--- src/rtl/ohrns_pkg.sv ---
package ohrns_pkg;
  localparam int NCH = 3;
  localparam int MODS [NCH] = '{3, 5, 7};

  function automatic int chan_off(int ch);
    int s = 0;
    for (int k = 0; k < ch; k++) s += MODS[k];
    return s;
  endfunction

  function automatic int range_prod();
    int p = 1;
    for (int k = 0; k < NCH; k++) p *= MODS[k];
    return p;
  endfunction

  localparam int TOT_W = chan_off(NCH);
  localparam int RANGE = range_prod();
  localparam int VAL_W = $clog2(RANGE);

  function automatic int mod_inv(int v, int m);
    for (int k = 1; k < m; k++) if ((v * k) % m == 1) return k;
    return 0;
  endfunction

  // CRT weight: (RANGE/m) * inverse(RANGE/m mod m), reduced mod RANGE
  function automatic int crt_weight(int ch);
    int q = RANGE / MODS[ch];
    return (q * mod_inv(q % MODS[ch], MODS[ch])) % RANGE;
  endfunction

  function automatic logic [TOT_W-1:0] zero_code();
    logic [TOT_W-1:0] v = '0;
    for (int k = 0; k < NCH; k++) v[chan_off(k)] = 1'b1;
    return v;
  endfunction

  localparam logic [TOT_W-1:0] ZERO_CODE = zero_code();

  typedef enum logic [1:0] {
    OP_ADD = 2'd0,
    OP_SUB = 2'd1,
    OP_MUL = 2'd2,
    OP_ENC = 2'd3
  } op_e;
endpackage

--- src/rtl/ohrns_enc.sv ---
module ohrns_enc #(
  parameter int M    = 3,
  parameter int IN_W = 7
) (
  input  logic [IN_W-1:0] bin_i,
  output logic [M-1:0]    oh_o
);
  assign oh_o = M'(1) << (bin_i % IN_W'(M));
endmodule

--- src/rtl/ohrns_chan.sv ---
module ohrns_chan
  import ohrns_pkg::*;
#(
  parameter int M = 3
) (
  input  logic [1:0]   op_i,
  input  logic [M-1:0] a_i,
  input  logic [M-1:0] b_i,
  output logic [M-1:0] res_o,
  output logic         err_o
);
  logic [M-1:0] add_v, sub_v, mul_v, raw_v;
  logic         ok;

  // b is one-hot: each set bit selects one fixed rewiring of a
  always_comb begin
    add_v = '0;
    sub_v = '0;
    mul_v = '0;
    for (int k = 0; k < M; k++) begin
      if (b_i[k]) begin
        for (int j = 0; j < M; j++) begin
          add_v[(j + k) % M]     |= a_i[j];
          sub_v[(j + M - k) % M] |= a_i[j];
          mul_v[(j * k) % M]     |= a_i[j];
        end
      end
    end
  end

  always_comb begin
    unique case (op_i)
      OP_ADD:  raw_v = add_v;
      OP_SUB:  raw_v = sub_v;
      default: raw_v = mul_v;
    endcase
  end

  assign ok    = $onehot(a_i) && $onehot(b_i);
  assign err_o = !ok;
  assign res_o = ok ? raw_v : M'(1);
endmodule

--- src/rtl/ohrns_crt.sv ---
module ohrns_crt
  import ohrns_pkg::*;
(
  input  logic [TOT_W-1:0] oh_i,
  output logic [VAL_W-1:0] val_o
);
  localparam int SUM_W = $clog2(NCH * RANGE) + 1;

  logic [NCH*VAL_W-1:0] terms;
  logic [SUM_W-1:0]     acc;

  for (genvar c = 0; c < NCH; c++) begin : g_term
    localparam int OFF = chan_off(c);
    localparam int M   = MODS[c];
    localparam int WGT = crt_weight(c);
    logic [VAL_W-1:0] term;
    always_comb begin
      term = '0;
      for (int j = 0; j < M; j++)
        if (oh_i[OFF + j]) term |= VAL_W'((j * WGT) % RANGE);
    end
    assign terms[c*VAL_W +: VAL_W] = term;
  end

  always_comb begin
    acc = '0;
    for (int c = 0; c < NCH; c++) acc += SUM_W'(terms[c*VAL_W +: VAL_W]);
    for (int k = 0; k < NCH; k++)
      if (acc >= SUM_W'(RANGE)) acc -= SUM_W'(RANGE);
    val_o = acc[VAL_W-1:0];
  end
endmodule

--- src/rtl/ohrns_alu.sv ---
module ohrns_alu
  import ohrns_pkg::*;
(
  input  logic             clk_i,
  input  logic             rst_ni,
  input  logic             start_i,
  input  logic [1:0]       op_i,
  input  logic [TOT_W-1:0] a_i,
  input  logic [TOT_W-1:0] b_i,
  input  logic [VAL_W-1:0] bin_i,
  output logic             done_o,
  output logic [TOT_W-1:0] res_o,
  output logic [VAL_W-1:0] val_o,
  output logic [NCH-1:0]   err_o
);
  logic [TOT_W-1:0] nxt_res, res_q;
  logic [VAL_W-1:0] nxt_val, val_q;
  logic [NCH-1:0]   nxt_err, err_q;
  logic             done_q;
  logic             is_enc;

  assign is_enc = (op_i == OP_ENC);

  for (genvar i = 0; i < NCH; i++) begin : g_ch
    localparam int OFF = chan_off(i);
    localparam int M   = MODS[i];
    logic [M-1:0] ar_res, ld_res;
    logic         ar_err;

    ohrns_chan #(.M(M)) i_chan (
      .op_i  (op_i),
      .a_i   (a_i[OFF +: M]),
      .b_i   (b_i[OFF +: M]),
      .res_o (ar_res),
      .err_o (ar_err)
    );

    ohrns_enc #(.M(M), .IN_W(VAL_W)) i_enc (
      .bin_i (bin_i),
      .oh_o  (ld_res)
    );

    assign nxt_res[OFF +: M] = is_enc ? ld_res : ar_res;
    assign nxt_err[i]        = !is_enc && ar_err;
  end

  ohrns_crt i_crt (
    .oh_i  (nxt_res),
    .val_o (nxt_val)
  );

  always_ff @(posedge clk_i or negedge rst_ni) begin
    if (!rst_ni) begin
      done_q <= 1'b0;
      res_q  <= ZERO_CODE;
      val_q  <= '0;
      err_q  <= '0;
    end else begin
      done_q <= start_i;
      if (start_i) begin
        res_q <= nxt_res;
        val_q <= nxt_val;
        err_q <= nxt_err;
      end
    end
  end

  assign done_o = done_q;
  assign res_o  = res_q;
  assign val_o  = val_q;
  assign err_o  = err_q;
endmodule

--- config.mk ---
export PLATFORM = sky130hd
export DESIGN_NAME = ohrns_alu
export DESIGN_NICKNAME = d
export VERILOG_FILES = /design/src/rtl/ohrns_pkg.sv /design/src/rtl/ohrns_enc.sv /design/src/rtl/ohrns_chan.sv /design/src/rtl/ohrns_crt.sv /design/src/rtl/ohrns_alu.sv
export SDC_FILE = /design/constraint.sdc
export NUM_CORES = 1
export LEC_CHECK = 0
export ABC_AREA = 1
export CORE_AREA = 4 4 137 113
export DETAILED_ROUTE_END_ITERATION = 8
export DIE_AREA = 0 0 141 117
export PLACE_DENSITY_LB_ADDON = 0.1
export SYNTH_ARGS = -nofsm -noshare
export SYNTH_HDL_FRONTEND = slang
export SYNTH_SLANG_ARGS = --single-unit
--- constraint.sdc ---
create_clock -name clk_i -period 1.8 [get_ports clk_i]
set_input_delay 0.36 -clock clk_i [delete_from_list [all_inputs] [get_ports clk_i]]
set_output_delay 0.36 -clock clk_i [all_outputs]
set_load 0.02 [all_outputs]
==> results.cfg, run 1 <==
[yosys]
yosys.area.top_type_share_pct = 20.2
synth_nets = 1007
ys_seq_area_share_pct = 11.9
netlist_area_um2 = 5520
netlist_top_cells_count = 297 x nand2_1, 131 x inv_1, 79 x nand3_1
syn_inst = 911
synth-main-ff-cell = dfrtp_1
synth_most_common_cell = nand2_1
synthArstFlopShare_pct = 100
synth.largest_area_cell = nand2_1
ys_ff_latch = 26
ys_top_cells_by_area = nand2_1 20%, dfrtp_1 10%, ha_1 9.1%
synth_edf_count = 0
synth_cell_type_count = 57
yosysWarnings = 0
avgSynthCellArea_um2 = 6.06

[sta]
tightest_slew_ns = 0.695
clock_skew_ns = 0
period_share_pct = 423
setup_slack_ns = -5.82
finalSetupViolCount = 24
clock.fmax_ghz = 0.131
slew_headroom_pct = 52.9
report.final.slew_viol_count = 0
finalHoldViolCount = 0
grt_setup_unrepaired = yes
layout_min_cycle_time_ns = 7.62

[die]
core_um2 = 14100
placementRows = 39
die_x_um = 141
die-area_um2 = 16500
die_height_um = 117
pin_count = 68
initial_core_util_pct = 39.3

[clocking]
numCtsBuffers = 3
clk_latency_ns = 0.27
cts_hold_buf = 0
cts.sinks = 26
clockRootBuffer = clkbuf_16
clk_pin_slew_ns = 0.08
cts_buffer_depth = 2
h-tree-depth = 1
cts_tree = built

[final_layout]
fillers = 1075
fin_area_um2 = 10300
multi_input_area_um2 = 5530
syn2layout_area_growth_pct = 85.9
nNetsFinal = 1388
drive_above_1_share_pct = 48.6
regArea_um2 = 654
final_cells = 1475
n_antenna_cell = 0

[route]
wl_per_cell_um = 15.9
num_vias = 7738
antenna_left = 0
firstDrtPassIters = 4
remaining_drc_errors = 0
drt_iter0_drc = 518
vias_per_cell = 5.25
routed_wl_um = 23500

[flow_run]
max_cap_violations = 0

[power]
pwr-share-seq_pct = 7.2
switching_share_pct = 48.1
p_int_mw = 5.45
p_per_area_nw_per_um2 = 1020
clkPwrFrac_pct = 6.5
comb_power_share_pct = 86.3
ir_worst_vdd_mv = 1.29
switchingPower_mw = 5.04
power.leakage_nw = 5.30

[placement]
dp.cells = 1432
place_area_um2 = 8840
dpl.hpwl_um = 16000
portBuffers = 67
gp_congestion = 0.991

[critical_path]
crit_path_frequent_cell = nand2_4
end_kind = register
path_class = primary input to register
cp_data_required_time_ns = 2.01
cpPeakStageDelay_ns = 0.27
cpMaxStageDelayCell = xnor2_1
startpoint_type = primary input
worstPathMaxFanout = 8
worstPathArrival_ns = 7.83

[global_routing]
grt_max_degree = 27
grt_pass1_vias = 7132
grt_pass1_wl_um = 33300
antenna_found_initial = 0
grt_util_all_layers_pct = 24.1
gr-total-overflow = 0

[run_status]
outcome = finished, violations left
violations = negative setup slack

[worst_hold_path]
min_path_type = primary input to asynchronous set/reset pin
## layout make-up
type / count / share of cell area, %
well taps: 184 / 2.24
multi-input cells: 727 / 53.9
repair buffers: 388 / 30.8
clock buffers: 3 / 0.732
flip-flops and latches: 26 / 6.38
inverters: 146 / 5.65
clock inverters: 1 / 0.293
## stage by stage
step	hold WS [ns]	setup WS, ns	utilization [%]	power, mW	TNS, ns
after global placement	0.464	-6.17	62.9	8.23	-74.01
final	0.470	-5.82	73.0	10.5	-60.41
after floorplan	0.0644	-5.76	-	4.94	-56.41
after CTS	0.485	-5.27	68.5	9.61	-54.28
after detailed placement	0.467	-6.38	62.9	8.26	-76.17
after global routing	0.491	-6.19	73.0	11.3	-65.08
## cell families (layout without fill, tap and decap cells)
logic type / after synthesis / count (layout) / share of synthesized area (%)
compound gates: 134 / 134 / 16.2
xor+xnor: 32 / 32 / 5.22
fa+ha+maj: 54 / 54 / 14.2
buf+inv: 158 / 538 / 11.0
flops: 26 / 26 / 11.9
simple gates: 507 / 507 / 41.6
## routing by layer
layer  wire length, um  part of all wire, %  up-vias  track usage, %
met5                 0                    0        -               0
met1             10300                   44     3614            34.0
met3              1390                  5.9       55            2.80
met2             11200                   48      294            41.2
met4               580                  2.5        0            3.10
li1                  -                    -     3775               -
## sequential cells by signal (all words and copies together), names as in the netlist
signal  cells
res_o      15
val_o       7
err_o       3
done_o      1
## what timing repair did
action,CTS,global route
endpoints found under the hold margin,0,0
buffers inserted,25,15
setup endpoints to repair,25,25
resized for setup,256,121
pin swaps,100,75
## final timing paths
path                                           start                     to  slack, ns  depth (start not counted)
worst max-delay path                        bin_i[4]   val_o[2]$_DFFE_PN0P_      -5.82                         65
worst min-delay path                          rst_ni  res_o[13]$_DFFE_PN0P_       0.47                          2
worst max register to register  res_o[0]$_DFFE_PN1P_   res_o[0]$_DFFE_PN1P_       0.98                          2
worst min register to register  val_o[0]$_DFFE_PN0P_   val_o[0]$_DFFE_PN0P_       0.49                          2
max in group asynchronous                     rst_ni   res_o[0]$_DFFE_PN1P_       1.02                          2
min in group clk_i              val_o[0]$_DFFE_PN0P_   val_o[0]$_DFFE_PN0P_       0.49                          2
## critical path, delay by kind of cell
family	cells	cell delay, ns
AO/OA/AOI/OAI	7	1.22
XOR/XNOR	3	0.67
adder cells (fa/ha/maj)	5	0.93
buffers and inverters	12	1.12
AND/OR/NAND/NOR	38	3.54
## cells in the final DEF, fill, tap and decap left out, types with 23 or more instances in the layout
| master | netlist | routed |
|---|---|---|
| nand3_1 | 79 | 61 |
| nor2_1 | 51 | 25 |
| buf_4 | 0 | 301 |
| dfrtp_1 | 23 | 23 |
| inv_1 | 131 | 97 |
| nand2_2 | 22 | 49 |
| nand2_4 | 5 | 30 |
| clkdlybuf4s50_1 | 0 | 37 |
| inv_2 | 10 | 35 |
| buf_6 | 1 | 24 |
| nand2_1 | 297 | 242 |
## power groups by stage
| stage | registers (mW) | clock network (mW) | logic [mW] |
|---|---|---|---|
| detailed placement | 0.769 | 0 | 7.49 |
| global placement | 0.767 | 0 | 7.46 |
| finish | 0.756 | 0.678 | 9.05 |
| global route | 0.771 | 0.706 | 9.84 |
| floorplan | 0.874 | 0 | 4.06 |
| CTS | 0.758 | 0.676 | 8.18 |
(Power assumes the default switching activity.)
==> run 2, diff against run 1 <==
ABC_CLOCK_PERIOD_IN_PS = 1800   (was unset)
==> results of run 2 <==
No change in the layout: final DEF, timing and power equal those of run 1.
